==> src/rtl/fdc_rate_pkg.sv <==
`timescale 1ns/1ps
package fdc_rate_pkg;
  localparam int RATE_W = 2;
  localparam int PC_W   = 3;
  localparam int DATA_W = 8;

  typedef enum logic [RATE_W-1:0] {
    RATE_500K = 2'b00,
    RATE_300K = 2'b01,
    RATE_250K = 2'b10,
    RATE_1M   = 2'b11
  } rate_e;

  localparam logic [PC_W-1:0] PC_DEFAULT = 3'b000;
  localparam logic [PC_W-1:0] PC_OFF     = 3'b111;

  // default delay in 41.67 ns steps
  function automatic logic [PC_W-1:0] pc_default_step(rate_e r);
    return (r == RATE_1M) ? PC_W'(1) : PC_W'(3);
  endfunction
endpackage

==> src/rtl/fdc_rate_store.sv <==
`timescale 1ns/1ps
module fdc_rate_store
  import fdc_rate_pkg::*;
(
  input  logic              clk_i,
  input  logic              rst_ni,
  input  logic              dsr_we_i,
  input  logic              ccr_we_i,
  input  logic [DATA_W-1:0] wdata_i,
  output rate_e             rate_o,
  output logic [PC_W-1:0]   pc_code_o
);
  localparam int PC_LSB = RATE_W;

  always_ff @(posedge clk_i or negedge rst_ni) begin
    if (!rst_ni) begin
      rate_o    <= RATE_250K;
      pc_code_o <= PC_DEFAULT;
    end else if (dsr_we_i) begin
      rate_o    <= rate_e'(wdata_i[RATE_W-1:0]);
      pc_code_o <= wdata_i[PC_LSB +: PC_W];
    end else if (ccr_we_i) begin
      rate_o    <= rate_e'(wdata_i[RATE_W-1:0]);
    end
  end
endmodule

==> src/rtl/fdc_lowpwr.sv <==
`timescale 1ns/1ps
module fdc_lowpwr (
  input  logic clk_i,
  input  logic rst_ni,
  input  logic dsr_we_i,
  input  logic lp_req_i,
  input  logic srst_req_i,
  input  logic data_acc_i,
  input  logic stat_acc_i,
  output logic pwr_down_o,
  output logic sw_rst_o
);
  logic lp_q, srst_now, wake;

  assign srst_now = dsr_we_i & srst_req_i;
  assign wake     = data_acc_i | stat_acc_i | srst_now;

  always_ff @(posedge clk_i or negedge rst_ni) begin
    if (!rst_ni) begin
      lp_q     <= 1'b0;
      sw_rst_o <= 1'b0;
    end else begin
      sw_rst_o <= srst_now;
      if (wake)                      lp_q <= 1'b0;
      else if (dsr_we_i && lp_req_i) lp_q <= 1'b1;
    end
  end

  // exit is combinational so a status read is not held off
  assign pwr_down_o = lp_q & ~wake;
endmodule

==> src/rtl/fdc_precomp_map.sv <==
`timescale 1ns/1ps
module fdc_precomp_map
  import fdc_rate_pkg::*;
(
  input  rate_e           rate_i,
  input  logic [PC_W-1:0] code_i,
  output logic [PC_W-1:0] step_o
);
  always_comb begin
    unique case (code_i)
      PC_OFF:     step_o = '0;
      PC_DEFAULT: step_o = pc_default_step(rate_i);
      default:    step_o = code_i;
    endcase
  end
endmodule

==> src/rtl/fdc_rate_reg.sv <==
`timescale 1ns/1ps
module fdc_rate_reg
  import fdc_rate_pkg::*;
#(
  parameter int                ADDR_W  = 3,
  parameter logic [ADDR_W-1:0] DSR_OFS = 3'd4,
  parameter logic [ADDR_W-1:0] CCR_OFS = 3'd7
) (
  input  logic              clk_i,
  input  logic              rst_ni,
  input  logic              wr_en_i,
  input  logic [ADDR_W-1:0] addr_i,
  input  logic [DATA_W-1:0] wdata_i,
  input  logic              data_acc_i,
  input  logic              stat_acc_i,
  output logic [RATE_W-1:0] rate_o,
  output logic [PC_W-1:0]   precomp_o,
  output logic [PC_W-1:0]   pc_step_o,
  output logic              pwr_down_o,
  output logic              sw_rst_o
);
  localparam int LP_BIT   = 6;
  localparam int SRST_BIT = 7;

  logic  dsr_we, ccr_we;
  rate_e rate_q;

  assign dsr_we = wr_en_i && (addr_i == DSR_OFS);
  assign ccr_we = wr_en_i && (addr_i == CCR_OFS);

  fdc_rate_store u_store (
    .clk_i     (clk_i),
    .rst_ni    (rst_ni),
    .dsr_we_i  (dsr_we),
    .ccr_we_i  (ccr_we),
    .wdata_i   (wdata_i),
    .rate_o    (rate_q),
    .pc_code_o (precomp_o)
  );

  fdc_lowpwr u_lowpwr (
    .clk_i      (clk_i),
    .rst_ni     (rst_ni),
    .dsr_we_i   (dsr_we),
    .lp_req_i   (wdata_i[LP_BIT]),
    .srst_req_i (wdata_i[SRST_BIT]),
    .data_acc_i (data_acc_i),
    .stat_acc_i (stat_acc_i),
    .pwr_down_o (pwr_down_o),
    .sw_rst_o   (sw_rst_o)
  );

  fdc_precomp_map u_map (
    .rate_i (rate_q),
    .code_i (precomp_o),
    .step_o (pc_step_o)
  );

  assign rate_o = rate_q;
endmodule

==> config.mk <==
export PLATFORM = sky130hd
export DESIGN_NAME = fdc_rate_reg
export DESIGN_NICKNAME = d
export VERILOG_FILES = /design/src/rtl/fdc_rate_pkg.sv /design/src/rtl/fdc_rate_store.sv /design/src/rtl/fdc_lowpwr.sv /design/src/rtl/fdc_precomp_map.sv /design/src/rtl/fdc_rate_reg.sv
export SDC_FILE = /design/constraint.sdc
export NUM_CORES = 1
export LEC_CHECK = 0
export ABC_AREA = 1
export CORE_AREA = 10 10 47 49
export DETAILED_ROUTE_END_ITERATION = 7
export DIE_AREA = 0 0 57 59
export DONT_BUFFER_PORTS = 1
export PLACE_DENSITY_LB_ADDON = 0.15
export SLEW_MARGIN = 20
export SYNTH_ARGS = -nofsm -noshare
export SYNTH_HDL_FRONTEND = slang
export SYNTH_SLANG_ARGS = --single-unit
==> constraint.sdc <==
create_clock -name clk_i -period 1.25 [get_ports clk_i]
set_input_delay 0.125 -clock clk_i [delete_from_list [all_inputs] [get_ports clk_i]]
set_output_delay 0.125 -clock clk_i [all_outputs]
set_load 0.005 [all_outputs]
==> Word-level counts from Yosys, hierarchy flattened <==
Index checks and enable logic that the tools add are counted.
Widths: inputs -> output; s select.
{ "totals": {"reg_bits": 7, "output_inout_bits": 10, "wordCells": 25} }
{ "classes": {"eq_ne": 4, "mux": 6, "n_bitwise": 5, "reduce_logical": 6} }
{ "op_table": {"columns": ["cell", "n"], "rows": [
  ["$eq 3x3->1 const B", 3],
  ["$mux 2", 3],
  ["$pmux 3 s2", 1],
  ["$reduce_bool 2->1", 2],
  ["$logic_and 1x1->1", 3],
  ["$logic_not 3->1", 1],
  ["$and 1x1->1", 2],
  ["$eq 2x2->1 const B", 1],
  ["$mux 1", 2],
  ["$or 1x1->1", 2],
  ["$not 1->1", 1]
]} }

==> Logic depth before layout (Yosys ltp) <==
Gate-level depths: netlist of the first run.
{ "logic_depth": {"word_depth": 6, "depth_mapped": 6, "ltp_nobuf": 6} }

==> By module <==
A second synthesis of the first run with hierarchy kept.
{ "unflattened": {"cells_unflattened": 50, "area_unflattened_um2": 377.9} }
{ "modules_own_cells": {"columns": ["module", "instances", "cells_per_inst", "area_each_um2", "seq_area_each_um2"], "rows": [
  ["fdc_rate_store", 1, 22, 211.5, 126.4],
  ["fdc_lowpwr", 1, 10, 81.3, 50.0],
  ["fdc_precomp_map", 1, 11, 51.3, 0.0],
  ["fdc_rate_reg", 1, 7, 33.8, 0.0]
]} }

==> Worst setup path after synthesis of the first run <==
No wires, ideal clock.
{ "synth_path": {"kind": "reg2out", "from": "reg u_store.pc_code_o[1]", "to": "out pc_step_o[0]", "arrival_time_ns": 0.737, "required_time_ns": 1.125, "slack_ns": 0.388, "path_stages_with_launch": 3, "path_buffers": 0, "path_cell_list": "dfrtp_1 inv_1 maj3_2"} }
{ "synth_via": {"elab_chain_len": 2, "elab_cells_between_ends": 3, "cone_classes": "eq/ne: 1; mux: 1; reduce/logical: 1"} }
{ "synth_rtl": {"columns": ["element", "line", "rtl"], "rows": [
  ["start: declaration", "fdc_rate_store.sv:11", "output logic [PC_W-1:0] pc_code_o"],
  ["start signal: assignment", "fdc_rate_store.sv:21", "pc_code_o <= wdata_i[PC_LSB +: PC_W];"],
  ["$eq 3x3->1 or $logic_not 3->1 (tied branches)", "fdc_precomp_map.sv:10", "unique case (code_i)"],
  ["$pmux 3 s2 (*)", "fdc_precomp_map.sv:10", null],
  ["end: declaration", "fdc_rate_reg.sv:18", "output logic [PC_W-1:0] pc_step_o,"]
]} }
Mark *: on every way between the ends. The rest lies on a longest branch, timed or not.

==> Worst setup path in the final report of the first run <==
{ "layout_path": {"from": "reg u_store.pc_code_o[2]", "to": "out pc_step_o[0]"} }
Same word-level chain as after synthesis.

==> results.json, run 1 <==
{
  "p_comb_share_pct": 17.0,
  "routedWlPerCell_um": 12.6,
  "cts_max_level": 1,
  "num_vias": 325,
  "setup_viol": 0,
  "synth_seq_area_share_pct": 47.3,
  "clkSlewWorstSetupHoldPaths_ns": 0.05,
  "rr_startpoint": "u_store.rate_o[1]$_DFFE_PN1P_",
  "reg2regPathDepth": 2,
  "antenna_found_initial": 0,
  "grt-ovfl-total": 0,
  "syn_inst": 51,
  "grt_max_degree": 8,
  "slew_headroom_pct": 79.0,
  "clock_latency_ns": 0.25,
  "setup_tns_ns": 0,
  "power_mw": 0.612,
  "drive_gt1_share_pct": 19.0,
  "swShare_pct": 29.9,
  "synth_cell_type_count": 12,
  "rsz0062_at_grt": "no",
  "cts_buffer_depth": 2,
  "firstDrtPassIters": 4,
  "timing.rr.end": "u_store.rate_o[1]$_DFFE_PN1P_",
  "startpoint_type": "flip-flop",
  "worstSetupStartpoint": "u_store.pc_code_o[2]$_DFFE_PN0N_",
  "die_h_um": 59,
  "yosys.area_share.adder_pct": 3.02,
  "grt_usage_pct": 6.30,
  "mostFrequentLayoutCells": "19 x nand2_1, 6 x nor2_1, 6 x dfrtp_1, 5 x inv_1, 4 x nand3_1",
  "max_freq_mhz": 853,
  "cp-end-kind": "primary output",
  "fp-row-count": 14,
  "pin_count": 26,
  "slew_viol_final": 0,
  "portBuffers": 0,
  "power_density_mw_per_mm2": 1360,
  "cts_root_buf": "clkbuf_4",
  "cp_max_fo": 4,
  "wirelength_um": 934,
  "first_iter_violations": 5,
  "cp.arrival_ns": 1.05,
  "yosys_warnings": 0,
  "synth-xor-area-share_pct": 0,
  "status": "finished clean",
  "synth-compound-area-share_pct": 6.38,
  "final_common_cell": "nand2_1",
  "core-area_sq_mm": 0.00140,
  "antennaDiodeCount": 0,
  "ir_drop_v": 0.000427,
  "cts_made_buffers": 3,
  "endpoint": "pc_step_o[0]",
  "synth_top_family_by_area": "simple AND/OR/NAND/NOR gates",
  "yosys.area_share.simple_pct": 35.2,
  "syn_area_per_cell_sq_um": 7.31,
  "ant_nets": 0,
  "yosys-mux-area-fraction_pct": 0,
  "power_switching_mw": 0.183,
  "r2r_slack_ns": 0.53,
  "clkPwrFrac_pct": 32.9,
  "fin_nets": 75,
  "via_per_inst": 4.39,
  "die_w_um": 57,
  "remaining_drc_errors": 0,
  "min_period_ns": 1.17,
  "grt_pass1_vias": 360,
  "maxCapViolCount": 0,
  "dp_hpwl_um": 816,
  "cts_tree": "done",
  "crit_type": "flip-flop to primary output",
  "dieArea_sq_mm": 0.00336,
  "pwr-share-seq_pct": 50.1,
  "period_share_pct": 93.8,
  "hold_depth": 2,
  "leakage_nw": 0.235,
  "place.gp.congestion": 0.571,
  "finalHoldViolations": 0,
  "min_path_type": "primary input to flip-flop",
  "tightest_slew_ns": 0.314,
  "synth.ff_latch_count": 7,
  "required_ns": 1.12,
  "cts_sinks": 7,
  "syn-cell-area_sq_um": 373,
  "syn2layout_area_growth_pct": 20.5,
  "grt_first_pass_wirelength_um": 1620,
  "start_util_pct": 26.6,
  "finClkSkew_ns": 0,
  "internal_power_mw": 0.429,
  "synth_nets": 67
}
[state kept, by name, summed over array words and instances (netlist names)]
signal and cells:
u_lowpwr.lp_q 1, u_store.pc_code_o 3, u_store.rate_o 2, u_lowpwr.sw_rst_o 1
[worst min path at each step]
stage / slack (ns) / startpoint / endpoint
floorplan: -0.17 / rst_ni / u_lowpwr.lp_q$_DFFE_PN0P_
global placement: -0.17 / rst_ni / u_lowpwr.sw_rst_o$_DFF_PN0_
detailed placement: -0.17 / rst_ni / u_lowpwr.lp_q$_DFFE_PN0P_
CTS: 0.01 / wdata_i[2] / u_store.pc_code_o[0]$_DFFE_PN0N_
global route: 0.01 / wdata_i[2] / u_store.pc_code_o[0]$_DFFE_PN0N_
finish: 0.02 / wdata_i[2] / u_store.pc_code_o[0]$_DFFE_PN0N_
[cell usage after synthesis (all sizes together)]
| cell | instances | area (sq um) |
|---|---|---|
| a21oi | 4 | 23.8 |
| nand3 | 4 | 20.0 |
| nand2 | 20 | 77.6 |
| maj3 | 1 | 11.3 |
| dfstp | 1 | 26.3 |
| inv | 8 | 30.0 |
| nor2 | 7 | 33.8 |
| dfrtp | 6 | 150 |
[per-layer routing]
layer	GRT usage (%)	part of all wire, %	vias up
met5	0	0	-
met1	6.63	40	130
met3	3.65	14	2
met2	8.06	43	20
li1	-	-	173
met4	7.05	2.6	0
[critical path: stages (launching register included)]
cell	delay, ns
dfrtp_1	0.42
inv_2	0.07
maj3_2	0.32
[power by group through the flow]
stage	registers [mW]	clock network (mW)	logic [mW]
finish	0.306	0.202	0.104
global placement	0.311	0	0.0941
floorplan	0.298	0	0.0815
CTS	0.308	0.214	0.107
detailed placement	0.312	0	0.0953
global route	0.314	0.233	0.125
[kinds of logic after synthesis]
| group | count (synthesis) |
|---|---|
| AO/OA/AOI/OAI | 4 |
| adder cells (fa/ha/maj) | 1 |
| buffers and inverters | 8 |
| AND/OR/NAND/NOR | 31 |
| flip-flops | 7 |
[metrics by stage]
step,instances,setup slack (ns),hold slack [ns],utilization (%),cell area [sq um]
after floorplan,51,0.388,-0.171,-,373
after global placement,67,0.321,-0.170,28.0,393
after detailed placement,67,0.322,-0.170,28.0,393
after CTS,74,0.0468,0.0117,32.1,449
after global routing,74,0.00743,0.0113,32.1,449
final,74,0.0775,0.0222,32.1,449
[what timing repair did]
action,in CTS,in global routing
hold buffers,3,0
setup buffers,0,0
endpoints found under the setup margin,0,1
gates resized for setup,0,1
endpoints found under the hold margin,9,0
[area by class of cell]
type	instances	area (sq um)
repair buffers	3	30.0
fillers	173	952
multi-input cells	36	166
flip-flops and latches	7	176
clock buffers	4	26.3
inverters	8	30.0
well taps	16	20.0
(Power assumes the default switching activity.)
==> run 2: changes to the inputs <==
PLACE_DENSITY_LB_ADDON = not set   (was 0.15)
==> run 2 against run 1 <==
Effect of this change: register-to-register slack is essentially flat; fmax shrank 0.75%; clock skew is the same; via count grew 4.3%; count of clock-buffer cells in the layout is the same; sequential share of layout area is the same; largest power group unchanged.
==> results.json, run 2 (synthesis results as in run 1) <==
{
  "cts_made_buffers": 3,
  "cp.arrival_ns": 1.06,
  "cts_tree": "done",
  "layout_top_registers": "u_store.pc_code_o x3, u_store.rate_o x2",
  "min_path_type": "primary input to flip-flop",
  "die_w_um": 57,
  "slew_headroom_pct": 79.1,
  "finalHoldViolations": 0,
  "power_density_mw_per_mm2": 1380,
  "period_share_pct": 94.5,
  "antenna_found_initial": 0,
  "cts_root_buf": "clkbuf_4",
  "crit_type": "flip-flop to primary output",
  "place.gp.congestion": 0.638,
  "rsz0062_at_grt": "no",
  "grt_usage_pct": 5.72,
  "setup_viol": 0,
  "swShare_pct": 30.8,
  "finClkSkew_ns": 0,
  "hold_slack_ns": 0.0219,
  "cts_setup_buffers": 0,
  "setup_tns_ns": 0,
  "dp_hpwl_um": 826,
  "clock_latency_ns": 0.25,
  "maxCapViolCount": 0,
  "ir_drop_v": 0.000440,
  "pwr-share-seq_pct": 49.8,
  "first_iter_violations": 2,
  "dp_cells": 67,
  "grt_first_pass_wirelength_um": 1490,
  "tightest_slew_ns": 0.312,
  "cp_max_fo": 4,
  "portBuffers": 0,
  "grt-ovfl-total": 0,
  "cts_max_level": 1,
  "core-area_sq_mm": 0.00140,
  "pin_count": 26,
  "fin_util_pct": 32.1,
  "clkPwrFrac_pct": 33.1,
  "via_per_inst": 4.58,
  "wirelength_um": 965,
  "start_util_pct": 26.6,
  "cp-end-kind": "primary output",
  "cts_buffer_depth": 2,
  "stdcell_count": 74,
  "internal_power_mw": 0.429,
  "p_comb_share_pct": 17.1,
  "final_common_cell": "nand2_1",
  "power_switching_mw": 0.191,
  "grt_max_degree": 8,
  "remaining_drc_errors": 0,
  "dieArea_sq_mm": 0.00336,
  "required_ns": 1.12,
  "firstDrtPassIters": 2,
  "slew_viol_final": 0,
  "cts_sinks": 7,
  "fp-row-count": 14,
  "largest_reg_flops": 3,
  "mostFrequentLayoutCells": "19 x nand2_1, 6 x nor2_1, 6 x dfrtp_1, 5 x inv_1, 4 x nand3_1",
  "leakage_nw": 0.235,
  "die_h_um": 59,
  "fin_nets": 75,
  "routedWlPerCell_um": 13.0,
  "grt_pass1_vias": 349,
  "top_register": "u_store.pc_code_o",
  "startpoint_type": "flip-flop",
  "min_period_ns": 1.18,
  "clkSlewWorstSetupHoldPaths_ns": 0.05,
  "ant_nets": 0,
  "status": "finished clean",
  "drive_gt1_share_pct": 19.0,
  "antennaDiodeCount": 0,
  "max_freq_mhz": 846,
  "num_vias": 339,
  "syn2layout_area_growth_pct": 20.5
}
run 2: timing repair:
| action | 4_1_cts | 5_1_grt |
|---|---|---|
| gates resized for setup | 0 | 1 |
| hold buffers | 3 | 0 |
| hold endpoints to repair | 9 | 0 |
| endpoints found under the setup margin | 0 | 1 |
run 2: final timing paths:
check                                            startpoint                               end  slack (ns)  cells past startpoint
max                        u_store.pc_code_o[2]$_DFFE_PN0N_                      pc_step_o[0]        0.07                      2
min                                              wdata_i[2]  u_store.pc_code_o[0]$_DFFE_PN0N_        0.02                      2
max reg2reg                   u_store.rate_o[1]$_DFFE_PN1P_     u_store.rate_o[1]$_DFFE_PN1P_        0.52                      2
min reg2reg                   u_store.rate_o[1]$_DFFE_PN1P_     u_store.rate_o[1]$_DFFE_PN1P_        0.49                      2
max in group asynchronous                            rst_ni     u_store.rate_o[1]$_DFFE_PN1P_        0.76                      1
min in group asynchronous                            rst_ni       u_lowpwr.sw_rst_o$_DFF_PN0_        0.20                      1
run 2: power by group through the flow:
| stage | registers (mW) | clock network (mW) | logic, mW |
|---|---|---|---|
| floorplan | 0.298 | 0 | 0.0815 |
| global placement | 0.312 | 0 | 0.0941 |
| detailed placement | 0.314 | 0 | 0.0974 |
| CTS | 0.310 | 0.212 | 0.109 |
| global route | 0.315 | 0.220 | 0.126 |
| finish | 0.309 | 0.205 | 0.106 |
run 2: metrics by stage:
stage	worst slack, ns	total power [mW]	cell area [sq um]
2_1_floorplan	0.388	0.379	373
3_3_place_gp	0.327	0.406	393
3_5_place_dp	0.318	0.411	393
4_1_cts	0.0419	0.631	449
5_1_grt	0.0130	0.662	449
6_report	0.0686	0.620	449
run 2: layout make-up:
type | instances | area (sq um)
Fill cell | 165 | 952
Timing Repair Buffer | 3 | 30.0
Multi-Input combinational cell | 36 | 166
Sequential cell | 7 | 176
Clock buffer | 4 | 26.3
Tap cell | 16 | 20.0
Inverter | 8 | 30.0
run 2: per-layer routing:
layer | vias up | wire (um) | track usage [%]
met5 | - | 0 | 0
met4 | 0 | 0 | 4.03
met3 | 0 | 153 | 4.51
met2 | 19 | 385 | 7.60
met1 | 149 | 426 | 5.98
li1 | 171 | - | -
run 2: critical path: stages, from the launching register on:
cell     delay [ns]
dfrtp_1        0.42
inv_2          0.07
maj3_2         0.32
==> run 3: changes to the inputs <==
GPL_TIMING_DRIVEN = 0   (was not set)
SLEW_MARGIN = not set   (was 20)
==> run 3 against run 2 <==
Effect of this change: via count increased by 1.8%; register-to-register slack got worse by 0.08 ns; sequential power hardly changed; clock skew stayed put; sequential share of layout area decreased by 0.75 points; critical path depth fell by 1; utilization up 0.63 points; clock power hardly changed; worst setup slack worse by 0.0080 ns; die area unchanged; non-clock buffer count rose by 1; critical path type unchanged; critical endpoint unchanged; largest power group unchanged.
==> results.json, run 3 (synthesis results as in run 1) <==
{
  "cts_tree": "done",
  "dieArea_sq_mm": 0.00336,
  "worst-path-buf-inv": 0,
  "cts_sinks": 7,
  "crit_type": "flip-flop to primary output",
  "min_period_ns": 1.19,
  "largest_reg_flops": 3,
  "crit_family": "flip-flops",
  "setup_tns_ns": 0,
  "period_share_pct": 95.2,
  "cp.arrival_ns": 1.06,
  "antenna_found_initial": 0,
  "start_util_pct": 26.6,
  "cts_buffer_depth": 2,
  "antennaDiodeCount": 0,
  "worst_slack_ns": 0.0606,
  "pre_cts_slack_ns": 0.316,
  "routedWlPerCell_um": 13.2,
  "grt_pass1_vias": 359,
  "r2r_slack_ns": 0.44,
  "tightest_slew_ns": 0.315,
  "pin_count": 26,
  "cts_root_buf": "clkbuf_4",
  "min_path_type": "primary input to flip-flop",
  "startpoint_type": "flip-flop",
  "finalHoldViolations": 0,
  "wirelength_um": 990,
  "power_density_mw_per_mm2": 1370,
  "fin_nets": 76,
  "core-area_sq_mm": 0.00140,
  "layout_top_registers": "u_store.pc_code_o x3, u_store.rate_o x2",
  "syn2layout_area_growth_pct": 22.8,
  "status": "finished clean",
  "place.gp.congestion": 0.639,
  "fin_util_pct": 32.7,
  "remaining_drc_errors": 0,
  "grt-ovfl-total": 0,
  "reg2regPathDepth": 3,
  "fp-row-count": 14,
  "cp_max_fo": 6,
  "first_iter_violations": 3,
  "required_ns": 1.12,
  "num_vias": 345,
  "setup_viol": 0,
  "maxCapViolCount": 0,
  "cts_max_level": 1,
  "finClkSkew_ns": 0,
  "leakage_nw": 0.242,
  "slowest_stage": "dfrtp_1",
  "cp-end-kind": "primary output",
  "firstDrtPassIters": 5,
  "worstHoldStart": "wdata_i[4]",
  "hold_depth": 2,
  "power_mw": 0.629,
  "mostFrequentLayoutCells": "19 x nand2_1, 6 x nor2_1, 6 x dfrtp_1, 5 x inv_1, 4 x nand3_1",
  "rr_startpoint": "u_store.pc_code_o[1]$_DFFE_PN0N_",
  "slew_viol_final": 0,
  "top_register": "u_store.pc_code_o",
  "cts_made_buffers": 3,
  "timing.rr.end": "u_store.pc_code_o[1]$_DFFE_PN0N_",
  "die_w_um": 57,
  "clkSlewWorstSetupHoldPaths_ns": 0.06,
  "grt_max_degree": 8,
  "max_freq_mhz": 841,
  "dp_hpwl_um": 827,
  "ant_nets": 0,
  "drive_gt1_share_pct": 22.0,
  "die_h_um": 59,
  "critical_path.cell_chain": "maj3_2",
  "via_per_inst": 4.60,
  "cp_slowest_stage_delay_ns": 0.47,
  "grt_first_pass_wirelength_um": 1530,
  "hold_end": "u_store.pc_code_o[2]$_DFFE_PN0N_",
  "grt_usage_pct": 6.03,
  "hold_slack_ns": 0.0288,
  "ir_drop_v": 0.000440,
  "slew_headroom_pct": 78.9,
  "portBuffers": 0,
  "final_common_cell": "nand2_1",
  "clock_latency_ns": 0.25
}
run 3: how the worst max path moves through the flow:
| stage | from | end | cells after the start |
|---|---|---|---|
| floorplan | u_store.pc_code_o[1]$_DFFE_PN0N_ | pc_step_o[0] | 2 |
| global placement | u_store.pc_code_o[1]$_DFFE_PN0N_ | pc_step_o[0] | 2 |
| detailed placement | u_store.pc_code_o[1]$_DFFE_PN0N_ | pc_step_o[0] | 2 |
| CTS | u_store.pc_code_o[1]$_DFFE_PN0N_ | pc_step_o[0] | 2 |
| global route | u_store.pc_code_o[1]$_DFFE_PN0N_ | pc_step_o[0] | 2 |
| finish | u_store.pc_code_o[0]$_DFFE_PN0N_ | pc_step_o[0] | 1 |
run 3: stage by stage:
stage | cell area, sq um | std cells
after global placement | 393 | 67
after global routing | 458 | 75
after floorplan | 373 | 51
after CTS | 450 | 74
after detailed placement | 393 | 67
final | 458 | 75
run 3: final cells by class:
cell class	instances	area (sq um)
clock buffers	3	22.5
clock inverters	1	5.00
fillers	175	943
inverters	8	30.0
multi-input cells	36	166
flip-flops and latches	7	176
well taps	16	20.0
repair buffers	4	37.5
run 3: layer usage:
layer | vias to the layer above | share of wire (%) | track usage, %
met5 | - | 0 | 0
met4 | 0 | 0 | 3.02
met3 | 0 | 14 | 6.01
met2 | 18 | 43 | 8.06
met1 | 152 | 43 | 6.00
li1 | 175 | - | -
run 3: power breakdown:
part | switching (mW) | total (mW) | internal, mW
combinational | 0.0650 | 0.117 | 0.0517
clock | 0.0859 | 0.203 | 0.117
sequential | 0.0463 | 0.309 | 0.263
run 3: worst reg2reg max path: cells and delay by family (launching register included):
family                 cells  cell delay [ns]
flip-flops                 1             0.42
buffers and inverters      2             0.19
AO/OA/AOI/OAI              1             0.11
run 3: repair_timing:
action                                  CTS  global route
hold endpoints to repair                  9             0
setup buffers                             0             1
hold buffers                              3             0
endpoints found under the setup margin    0             1
gates resized for setup                   0             1
